<file path="src/rtl/idr_pkg.sv">
package idr_pkg;

  typedef enum logic [1:0] {
    ST_IDLE = 2'd0,
    ST_MFR  = 2'd1,
    ST_DEV  = 2'd2,
    ST_DONE = 2'd3
  } idr_state_e;

  localparam int unsigned ID_BYTES = 2;
  localparam int unsigned ID_W     = 8;

  // Odd number of ones means the byte carries valid identifier parity.
  function automatic logic parity_ok(input logic [ID_W-1:0] b);
    return ^b;
  endfunction

endpackage

</file>
<file path="src/rtl/idr_settle_timer.sv">
module idr_settle_timer #(
  parameter int unsigned SETTLE_CYC = 4
) (
  input  logic clk,
  input  logic rst_n,
  input  logic run_i,
  output logic expired_o
);
  localparam int unsigned LAST  = SETTLE_CYC - 1;
  localparam int unsigned CNT_W = (SETTLE_CYC > 1) ? $clog2(SETTLE_CYC) : 1;

  logic [CNT_W-1:0] cnt_q;

  assign expired_o = run_i && (cnt_q == CNT_W'(LAST));

  always_ff @(posedge clk or negedge rst_n) begin
    if (!rst_n)                 cnt_q <= '0;
    else if (!run_i || expired_o) cnt_q <= '0;
    else                        cnt_q <= cnt_q + 1'b1;
  end

  AST_CNT_BOUND: assert property (@(posedge clk) disable iff (!rst_n)
    cnt_q <= CNT_W'(LAST));

  AST_CNT_STEP: assert property (@(posedge clk) disable iff (!rst_n)
    (run_i && !expired_o) |=> (cnt_q != '0));

endmodule

</file>
<file path="src/rtl/idr_code_check.sv">
module idr_code_check
  import idr_pkg::*;
#(
  parameter logic [ID_W-1:0] EXP_MFR = 8'h01,
  parameter logic [ID_W-1:0] EXP_DEV = 8'h1C
) (
  input  logic [ID_W-1:0] mfr_i,
  input  logic [ID_W-1:0] dev_i,
  output logic            match_o,
  output logic            parity_err_o
);
  logic [ID_W-1:0]     got [ID_BYTES];
  logic [ID_W-1:0]     want[ID_BYTES];
  logic [ID_BYTES-1:0] bad_par;
  logic [ID_BYTES-1:0] same;

  assign got[0]  = mfr_i;
  assign got[1]  = dev_i;
  assign want[0] = EXP_MFR;
  assign want[1] = EXP_DEV;

  for (genvar i = 0; i < ID_BYTES; i++) begin : g_byte
    assign bad_par[i] = !parity_ok(got[i]);
    assign same[i]    = (got[i] == want[i]);
  end

  assign match_o      = &same;
  assign parity_err_o = |bad_par;

endmodule

</file>
<file path="src/rtl/idr_seq.sv">
module idr_seq
  import idr_pkg::*;
(
  input  logic clk,
  input  logic rst_n,
  input  logic start_i,
  input  logic expired_i,
  output logic run_o,
  output logic a0_o,
  output logic hv_req_o,
  output logic ce_n_o,
  output logic oe_n_o,
  output logic cap_mfr_o,
  output logic cap_dev_o,
  output logic done_o
);
  idr_state_e state_q, state_d;

  always_comb begin
    state_d = state_q;
    unique case (state_q)
      ST_IDLE: if (start_i)   state_d = ST_MFR;
      ST_MFR:  if (expired_i) state_d = ST_DEV;
      ST_DEV:  if (expired_i) state_d = ST_DONE;
      ST_DONE:                state_d = ST_IDLE;
      default:                state_d = ST_IDLE;
    endcase
  end

  always_ff @(posedge clk or negedge rst_n) begin
    if (!rst_n) state_q <= ST_IDLE;
    else        state_q <= state_d;
  end

  assign hv_req_o  = (state_q == ST_MFR) || (state_q == ST_DEV);
  assign run_o     = hv_req_o;
  assign a0_o      = (state_q == ST_DEV);
  assign ce_n_o    = !hv_req_o;
  assign oe_n_o    = !hv_req_o;
  assign cap_mfr_o = (state_q == ST_MFR) && expired_i;
  assign cap_dev_o = (state_q == ST_DEV) && expired_i;
  assign done_o    = (state_q == ST_DONE);

  AST_DONE_SINGLE: assert property (@(posedge clk) disable iff (!rst_n)
    done_o |=> !done_o);

  AST_RELEASE_AT_DONE: assert property (@(posedge clk) disable iff (!rst_n)
    done_o |-> (!hv_req_o && ce_n_o && oe_n_o));

  AST_A0_AFTER_MFR: assert property (@(posedge clk) disable iff (!rst_n)
    $rose(a0_o) |-> $past(cap_mfr_o));

  AST_NO_RESTART: assert property (@(posedge clk) disable iff (!rst_n)
    (state_q == ST_DEV) |=> (state_q != ST_MFR));

  AST_CAPTURE_STROBED: assert property (@(posedge clk) disable iff (!rst_n)
    (cap_mfr_o || cap_dev_o) |-> (!ce_n_o && !oe_n_o));

endmodule

</file>
<file path="src/rtl/eprom_id_reader.sv">
module eprom_id_reader
  import idr_pkg::*;
#(
  parameter int unsigned      ADDR_W     = 20,
  parameter int unsigned      SETTLE_CYC = 4,
  parameter logic [ID_W-1:0]  EXP_MFR    = 8'h01,
  parameter logic [ID_W-1:0]  EXP_DEV    = 8'h1C
) (
  input  logic              clk,
  input  logic              rst_n,
  input  logic              start_i,
  output logic              id_hv_req_o,
  output logic [ADDR_W-1:0] addr_o,
  output logic              ce_n_o,
  output logic              oe_n_o,
  input  logic [ID_W-1:0]   dq_i,
  output logic [ID_W-1:0]   mfr_code_o,
  output logic [ID_W-1:0]   dev_code_o,
  output logic              match_o,
  output logic              parity_err_o,
  output logic              done_o
);
  localparam int unsigned UPPER_W = ADDR_W - 1;

  logic run, expired, a0, cap_mfr, cap_dev;
  logic match_w, par_err_w;
  logic [ID_W-1:0] mfr_q, dev_q;
  logic match_q, par_err_q;

  idr_settle_timer #(.SETTLE_CYC(SETTLE_CYC)) u_timer (
    .clk       (clk),
    .rst_n     (rst_n),
    .run_i     (run),
    .expired_o (expired)
  );

  idr_seq u_seq (
    .clk       (clk),
    .rst_n     (rst_n),
    .start_i   (start_i),
    .expired_i (expired),
    .run_o     (run),
    .a0_o      (a0),
    .hv_req_o  (id_hv_req_o),
    .ce_n_o    (ce_n_o),
    .oe_n_o    (oe_n_o),
    .cap_mfr_o (cap_mfr),
    .cap_dev_o (cap_dev),
    .done_o    (done_o)
  );

  // Flags are judged on the stored manufacturer byte and the device byte on the bus.
  idr_code_check #(.EXP_MFR(EXP_MFR), .EXP_DEV(EXP_DEV)) u_check (
    .mfr_i        (mfr_q),
    .dev_i        (dq_i),
    .match_o      (match_w),
    .parity_err_o (par_err_w)
  );

  always_ff @(posedge clk or negedge rst_n) begin
    if (!rst_n) begin
      mfr_q     <= '0;
      dev_q     <= '0;
      match_q   <= 1'b0;
      par_err_q <= 1'b0;
    end else begin
      if (cap_mfr) mfr_q <= dq_i;
      if (cap_dev) begin
        dev_q     <= dq_i;
        match_q   <= match_w;
        par_err_q <= par_err_w;
      end
    end
  end

  assign addr_o       = {{UPPER_W{1'b0}}, a0};
  assign mfr_code_o   = mfr_q;
  assign dev_code_o   = dev_q;
  assign match_o      = match_q;
  assign parity_err_o = par_err_q;

  AST_CODES_HELD: assert property (@(posedge clk) disable iff (!rst_n)
    (done_o || !id_hv_req_o) |=> $stable(dev_code_o));

  AST_MATCH_NEEDS_CODES: assert property (@(posedge clk) disable iff (!rst_n)
    (done_o && match_o) |-> (mfr_code_o == EXP_MFR && dev_code_o == EXP_DEV));

endmodule

</file>
<file path="config.mk">
export PLATFORM = sky130hd
export DESIGN_NAME = eprom_id_reader
export DESIGN_NICKNAME = d
export VERILOG_FILES = /design/src/rtl/idr_pkg.sv /design/src/rtl/idr_settle_timer.sv /design/src/rtl/idr_code_check.sv /design/src/rtl/idr_seq.sv /design/src/rtl/eprom_id_reader.sv
export SDC_FILE = /design/constraint.sdc
export NUM_CORES = 1
export LEC_CHECK = 0
export BUFFER_PORTS_ARGS = -buffer_cell sky130_fd_sc_hd__buf_2
export CAP_MARGIN = 40
export CORE_ASPECT_RATIO = 0.75
export CORE_MARGIN = 2
export CORE_UTILIZATION = 43
export CTS_CLUSTER_SIZE = 16
export DETAILED_ROUTE_END_ITERATION = 6
export PLACE_DENSITY = 0.79
export SLEW_MARGIN = 10
export SYNTH_ARGS = -nofsm -noshare
export SYNTH_HDL_FRONTEND = slang
export SYNTH_SLANG_ARGS = --single-unit
export TNS_END_PERCENT = 5
</file>
<file path="constraint.sdc">
create_clock -name clk -period 1.3 [get_ports clk]
set_clock_uncertainty 0.05 [all_clocks]
set_input_delay 0.13 -clock clk [delete_from_list [all_inputs] [get_ports clk]]
set_output_delay 0.13 -clock clk [all_outputs]
set_load 0.005 [all_outputs]
</file>
== Word level (Yosys, flattened, before mapping) ==
Index checks and enable logic that the tools add are counted.

* Flip-flop bits (word level): 22
* Bits of input ports: 11
* Output and inout port bits: 42
* Logic and storage cells: 35

* Add/subtract/negate cells: 1
* Eq/ne operators: 9
* Multiplexer cells: 5
* Reductions and logical operators: 14

{| class="wikitable"
|+ Operators with widths
! cell !! number
|-
| $reduce_xor 8->1 || 2
|-
| $eq 8x1->1 const B || 1
|-
| $eq 8x5->1 const B || 1
|-
| $mux 2 || 4
|-
| $pmux 2 s4 || 1
|-
| $eq 2x2->1 const B || 3
|-
| $ne 2x1->1 const B || 2
|-
| $logic_and 1x1->1 || 3
|-
| $logic_not 1->1 || 3
|-
| $reduce_and 3->1 || 1
|-
| $add 2x1->2 const B || 1
|-
| $eq 2x1->1 const B || 1
|-
| $logic_not 2->1 || 1
|-
| $logic_or 1x1->1 || 2
|-
| $ne 2x2->1 const B || 1
|-
| $reduce_and 2->1 || 1
|-
| $reduce_or 2->1 || 1
|}

== Depth between registers and ports, before layout ==
* Word-level depth: 5
* Depth in mapped cells: 6
* Depth with buffers taken out: 5

== Cells and area by module ==
Synthesis repeated with hierarchy kept, for this count alone.

* Cells, all modules: 116
* Area total of the unflattened synthesis: 1,407.6 sq um

{| class="wikitable"
|+ Modules (own cells, without submodules)
! module !! instances !! cells each !! area an instance (sq um) !! seq. area each (sq um)
|-
| eprom_id_reader || 1 || 59 || 897.1 || 450.4
|-
| idr_code_check || 1 || 30 || 217.7 || 0.0
|-
| idr_seq || 1 || 21 || 201.4 || 50.0
|-
| idr_settle_timer || 1 || 6 || 91.3 || 50.0
|}

== Worst setup path before layout ==
Ideal clock, no wire load.

* Kind: register -> register
* From: reg u_seq.state_q[0]
* To: reg dev_q[2], in the netlist dev_code_o[2]
* Library setup time: 125 ps
* Data arrival time: 1,284 ps
* Data required time: 1,125 ps
* Setup slack: -159 ps
* Stages on the path, launching flop included: 5
* Buffers on the path: 0
* Period minus slack after synthesis: 1,459 ps
* Cells stage by stage: dfrtp_1 -> inv_1 -> ha_1 -> nand3_4 -> mux2_4

* Cells in the longest elaborated chain, start to end: 4
* Elaborated cells on any way between the ends: 5
* Classes of those cells: eq/ne (2); reduce/logical (3)

{| class="wikitable"
|+ RTL lines
! element !! line !! RTL
|-
| from (decl) || idr_seq.sv:17 || <nowiki>idr_state_e state_q, state_d;</nowiki>
|-
| from (signal assigned) || idr_seq.sv:32 || <nowiki>else state_q <= state_d;</nowiki>
|-
| $eq 2x1->1 / $eq 2x2->1 (equally long branches) || idr_seq.sv:35 || <nowiki>assign hv_req_o = (state_q == ST_MFR) || (state_q == ST_DEV);</nowiki>
|-
| $logic_or 1x1->1 (*) || idr_seq.sv:35 ||
|-
| named net id_hv_req_o || eprom_id_reader.sv:12 || <nowiki>output logic id_hv_req_o,</nowiki>
|-
| $logic_and 1x1->1 (*) || idr_settle_timer.sv:14 || <nowiki>assign expired_o = run_i && (cnt_q == CNT_W'(LAST));</nowiki>
|-
| $logic_and 1x1->1 (*) || idr_seq.sv:41 || <nowiki>assign cap_dev_o = (state_q == ST_DEV) && expired_i;</nowiki>
|-
| to (signal assigned) || eprom_id_reader.sv:69 || <nowiki>dev_q <= dq_i;</nowiki>
|-
| to (decl) || eprom_id_reader.sv:27 || <nowiki>logic [ID_W-1:0] mfr_q, dev_q;</nowiki>
|}

The timed path passes the listed nets; every way through them passes the cells marked *.
A chain may end at the register's enable or synchronous reset.

== Worst setup path in the final report ==
* From: reg u_seq.state_q[1]
* To: out ce_n_o

* Cells in the longest elaborated chain, start to end: 3
* Elaborated cells on any way between the ends: 4
* Classes of those cells: eq/ne (2); reduce/logical (2)

{| class="wikitable"
|+ RTL lines
! element !! line !! RTL
|-
| $eq 2x1->1 / $eq 2x2->1 (equally long branches) || idr_seq.sv:35 ||
|-
| $logic_or 1x1->1 (*) || idr_seq.sv:35 ||
|-
| $logic_not 1->1 (*) || idr_seq.sv:38 || <nowiki>assign ce_n_o = !hv_req_o;</nowiki>
|-
| to (decl) || eprom_id_reader.sv:14 || <nowiki>output logic ce_n_o,</nowiki>
|}

Mark *: on every way between the ends. The rest lies on a longest branch, timed or not.

==> metrics.txt <==
status finished, violations left; failing checks setup timing; flops & latches, synth 22; root buffer cell clkbuf_8; Die X around 68 um; Buf+Inv Stages, Crit Path 4; min cycle time layout between 1000 and 1500 ps; sw frac 0.369; Clk Latency, worst-skew pair about 260 ps; Pleak between 0.9 and 1 nW; # IOs between 50 and 60; Initial DRC Count 56; DR pass1 iterations 4; Largest stage delay, worst path around 370 ps; worst-path maximum fanout 4; Layout Nets around 210; routability cong. about 1; Avg Cell Area, Syn roughly 11 sq um; post-DP HPWL 2160 um; Worst Slack Setup Final -172 ps; final hold violations 0; CTS H-tree lvls 1; Post-Synthesis Cells about 130; RSZ-0062 raised after global routing true; layout cells sized above 1 0.465; row count 17; Int Power roughly 2.8 mW; # DRC 0; sequential area share after synthesis 0.415; Worst path top cell family by delay flip-flops; Logic pwr share 0.634; endpoints failing setup 26; placed inst area 1640 sq um; Crit. End Element output pin; Worst Hold Class input port to register; Max Clock Freq just under 700 MHz; Routed Antenna Nets 0; Critical Path Source Type register; Worst path most repeated cell buf_6; Synthesis Warnings 0; number of global-route vias before repair around 1,000; sequential power share 0.271; Cell variety after synth 28; power share of the clock group 0.095; core footprint 2940 sq um; crit-path cells inv_2, ha_4, buf_6, inv_6, buf_6; initial antenna violation count 0; clk slew on worst S/H paths around 70 ps; CTS tree done; DR WL/cell 13.1 um; max cap viols 0; TritonCTS buffer count 3; post-route design area between 1500 and 2000 sq um; vias per inst between 4 and 5; initial core utilization 0.452; height of the chip around 52 um; Via Count 1,036; pwr/cell area 2460 nW/um^2; Clock Path Buffers 2; GRT Total Usage 0.197; peak supply drop 0.00107 V; slowest CP cell dfrtp_1; P&R area growth vs syn 34.5%; first-pass GRT wire length ~5000 um; pre-CTS WS -147 ps; Psw 1.62 mW; I/O Buffers 33; type of the worst setup path register to output pin; Final Cycle Share 1.13; ant diodes 0; largest net degree at the start of global routing 23; grt ovf 0; Worst EP arrival 1290 ps; clock tree sinks 22; Cell Area, Synth approximately 1300 sq um; Crit path required time approximately 1100 ps; Routed WL ~2900 um; Final Max Tran Viols 0; die area between 3000 and 4000 sq um
## final timing paths
kind | start | to | slack, ps | cells past startpoint
worst max-delay path | u_seq.state_q[1]$_DFFE_PN0P_ | ce_n_o | -170 | 5
worst min-delay path | dq_i[3] | dev_code_o[3]$_DFFE_PN0P_ | 90 | 2
worst max register to register | u_seq.state_q[0]$_DFFE_PN0P_ | dev_code_o[2]$_DFFE_PN0P_ | -150 | 5
worst min register to register | u_timer.cnt_q[0]$_DFF_PN0_ | u_timer.cnt_q[0]$_DFF_PN0_ | 410 | 1
max in group asynchronous | rst_n | mfr_code_o[0]$_DFFE_PN0P_ | 550 | 2
min in group asynchronous | rst_n | u_seq.state_q[0]$_DFFE_PN0P_ | 310 | 2
## power groups by stage
stage          registers [mW]  logic (mW)  clock network (mW)
5_1_grt                  1.23        3.05               0.459
2_1_floorplan            1.24        1.32                   0
6_report                 1.19        2.79               0.418
3_5_place_dp             1.20        2.25                   0
3_3_place_gp             1.19        2.15                   0
4_1_cts                  1.19        2.71               0.433
## cells in the final DEF, fill, tap and decap left out, drive strengths merged, types with 2 or more instances in the layout
| cell | instances |
|---|---|
| o31a | 2 |
| conb | 19 |
| dfrtp | 22 |
| ha | 13 |
| nor3 | 2 |
| xor2 | 2 |
| o21ai | 11 |
| nand4 | 2 |
| nand3 | 2 |
| nand2 | 11 |
| xnor2 | 4 |
| inv | 15 |
| buf | 63 |
| clkbuf | 3 |
| nor2 | 2 |
| mux2 | 6 |
## Yosys cell counts
cell | n | area share
o31a_1 | 2 | 0.013
buf_6 | 1 | 0.0085
nand2_1 | 11 | 0.031
nor2_1 | 2 | 0.0057
dfrtp_1 | 22 | 0.42
mux2_4 | 3 | 0.034
conb_1 | 1 | 0.0028
nand2b_1 | 1 | 0.0047
xnor2_1 | 4 | 0.026
a2bb2oi_1 | 1 | 0.0066
mux2_1 | 3 | 0.025
nor2b_1 | 1 | 0.0047
nor3_1 | 2 | 0.0075
o32ai_1 | 1 | 0.0066
a21boi_0 | 1 | 0.0057
inv_1 | 15 | 0.042
nand3_2 | 1 | 0.0075
o31ai_1 | 1 | 0.0057
nand3_4 | 1 | 0.013
buf_2 | 2 | 0.0075
ha_1 | 13 | 0.12
nand4_1 | 2 | 0.0094
o21ai_0 | 1 | 0.0038
o21ai_1 | 5 | 0.019
nor3b_1 | 1 | 0.0057
buf_4 | 21 | 0.12
xor2_1 | 2 | 0.013
o21ai_2 | 5 | 0.033
## cells by family (layout without fill, tap and decap cells)
| group | Yosys count | count (layout) | share of synthesized area |
|---|---|---|---|
| buffers and inverters | 39 | 82 | 0.177 |
| AND/OR/NAND/NOR | 22 | 22 | 0.0896 |
| XOR/XNOR | 6 | 6 | 0.0396 |
| AO/OA/AOI/OAI | 17 | 17 | 0.0934 |
| other | 1 | 19 | 0.00283 |
| multiplexers | 6 | 6 | 0.0594 |
| flip-flops | 22 | 22 | 0.415 |
| adder cells (fa/ha/maj) | 13 | 13 | 0.123 |
## through the flow
stage          setup TNS (ps)  hold slack [ps]  total power, mW  cells   util
2_1_floorplan            -644             -216             2.56    144      -
3_3_place_gp             -746             65.2             3.33    216  0.559
3_5_place_dp            -2070             74.7             3.45    216  0.559
4_1_cts                 -2240             86.6             4.33    225  0.608
5_1_grt                 -4830             95.6             4.74    225  0.608
6_report                -2910             89.5             4.40    225  0.608
## sequential cells by signal (all words and copies together) (netlist names)
signal	count
dev_code_o	8
mfr_code_o	8
u_seq.state_q	2
u_timer.cnt_q	2
match_o	1
parity_err_o	1
## what timing repair did
item	4_1_cts	5_1_grt
buffers inserted	5	0
setup endpoints to repair	27	27
hold buffers	1	0
endpoints found under the hold margin	22	0
pin swaps	5	0
gates resized for setup	13	0
## final cells by class
class / instances / area [sq um]
Fill cell: 243 / 1150
Multi-Input combinational cell: 83 / 663
Sequential cell: 22 / 551
Timing Repair Buffer: 64 / 420
Inverter: 15 / 61.3
Tap cell: 38 / 47.5
Clock buffer: 3 / 41.3
## layer usage
metal,part of all wire,global-route usage,vias up
met5,0,0,-
met1,0.44,0.255,493
met2,0.48,0.309,40
met3,0.061,0.0476,6
met4,0.021,0.0900,0
li1,-,-,497
No activity file was read; power rests on OpenSTA's default activity.
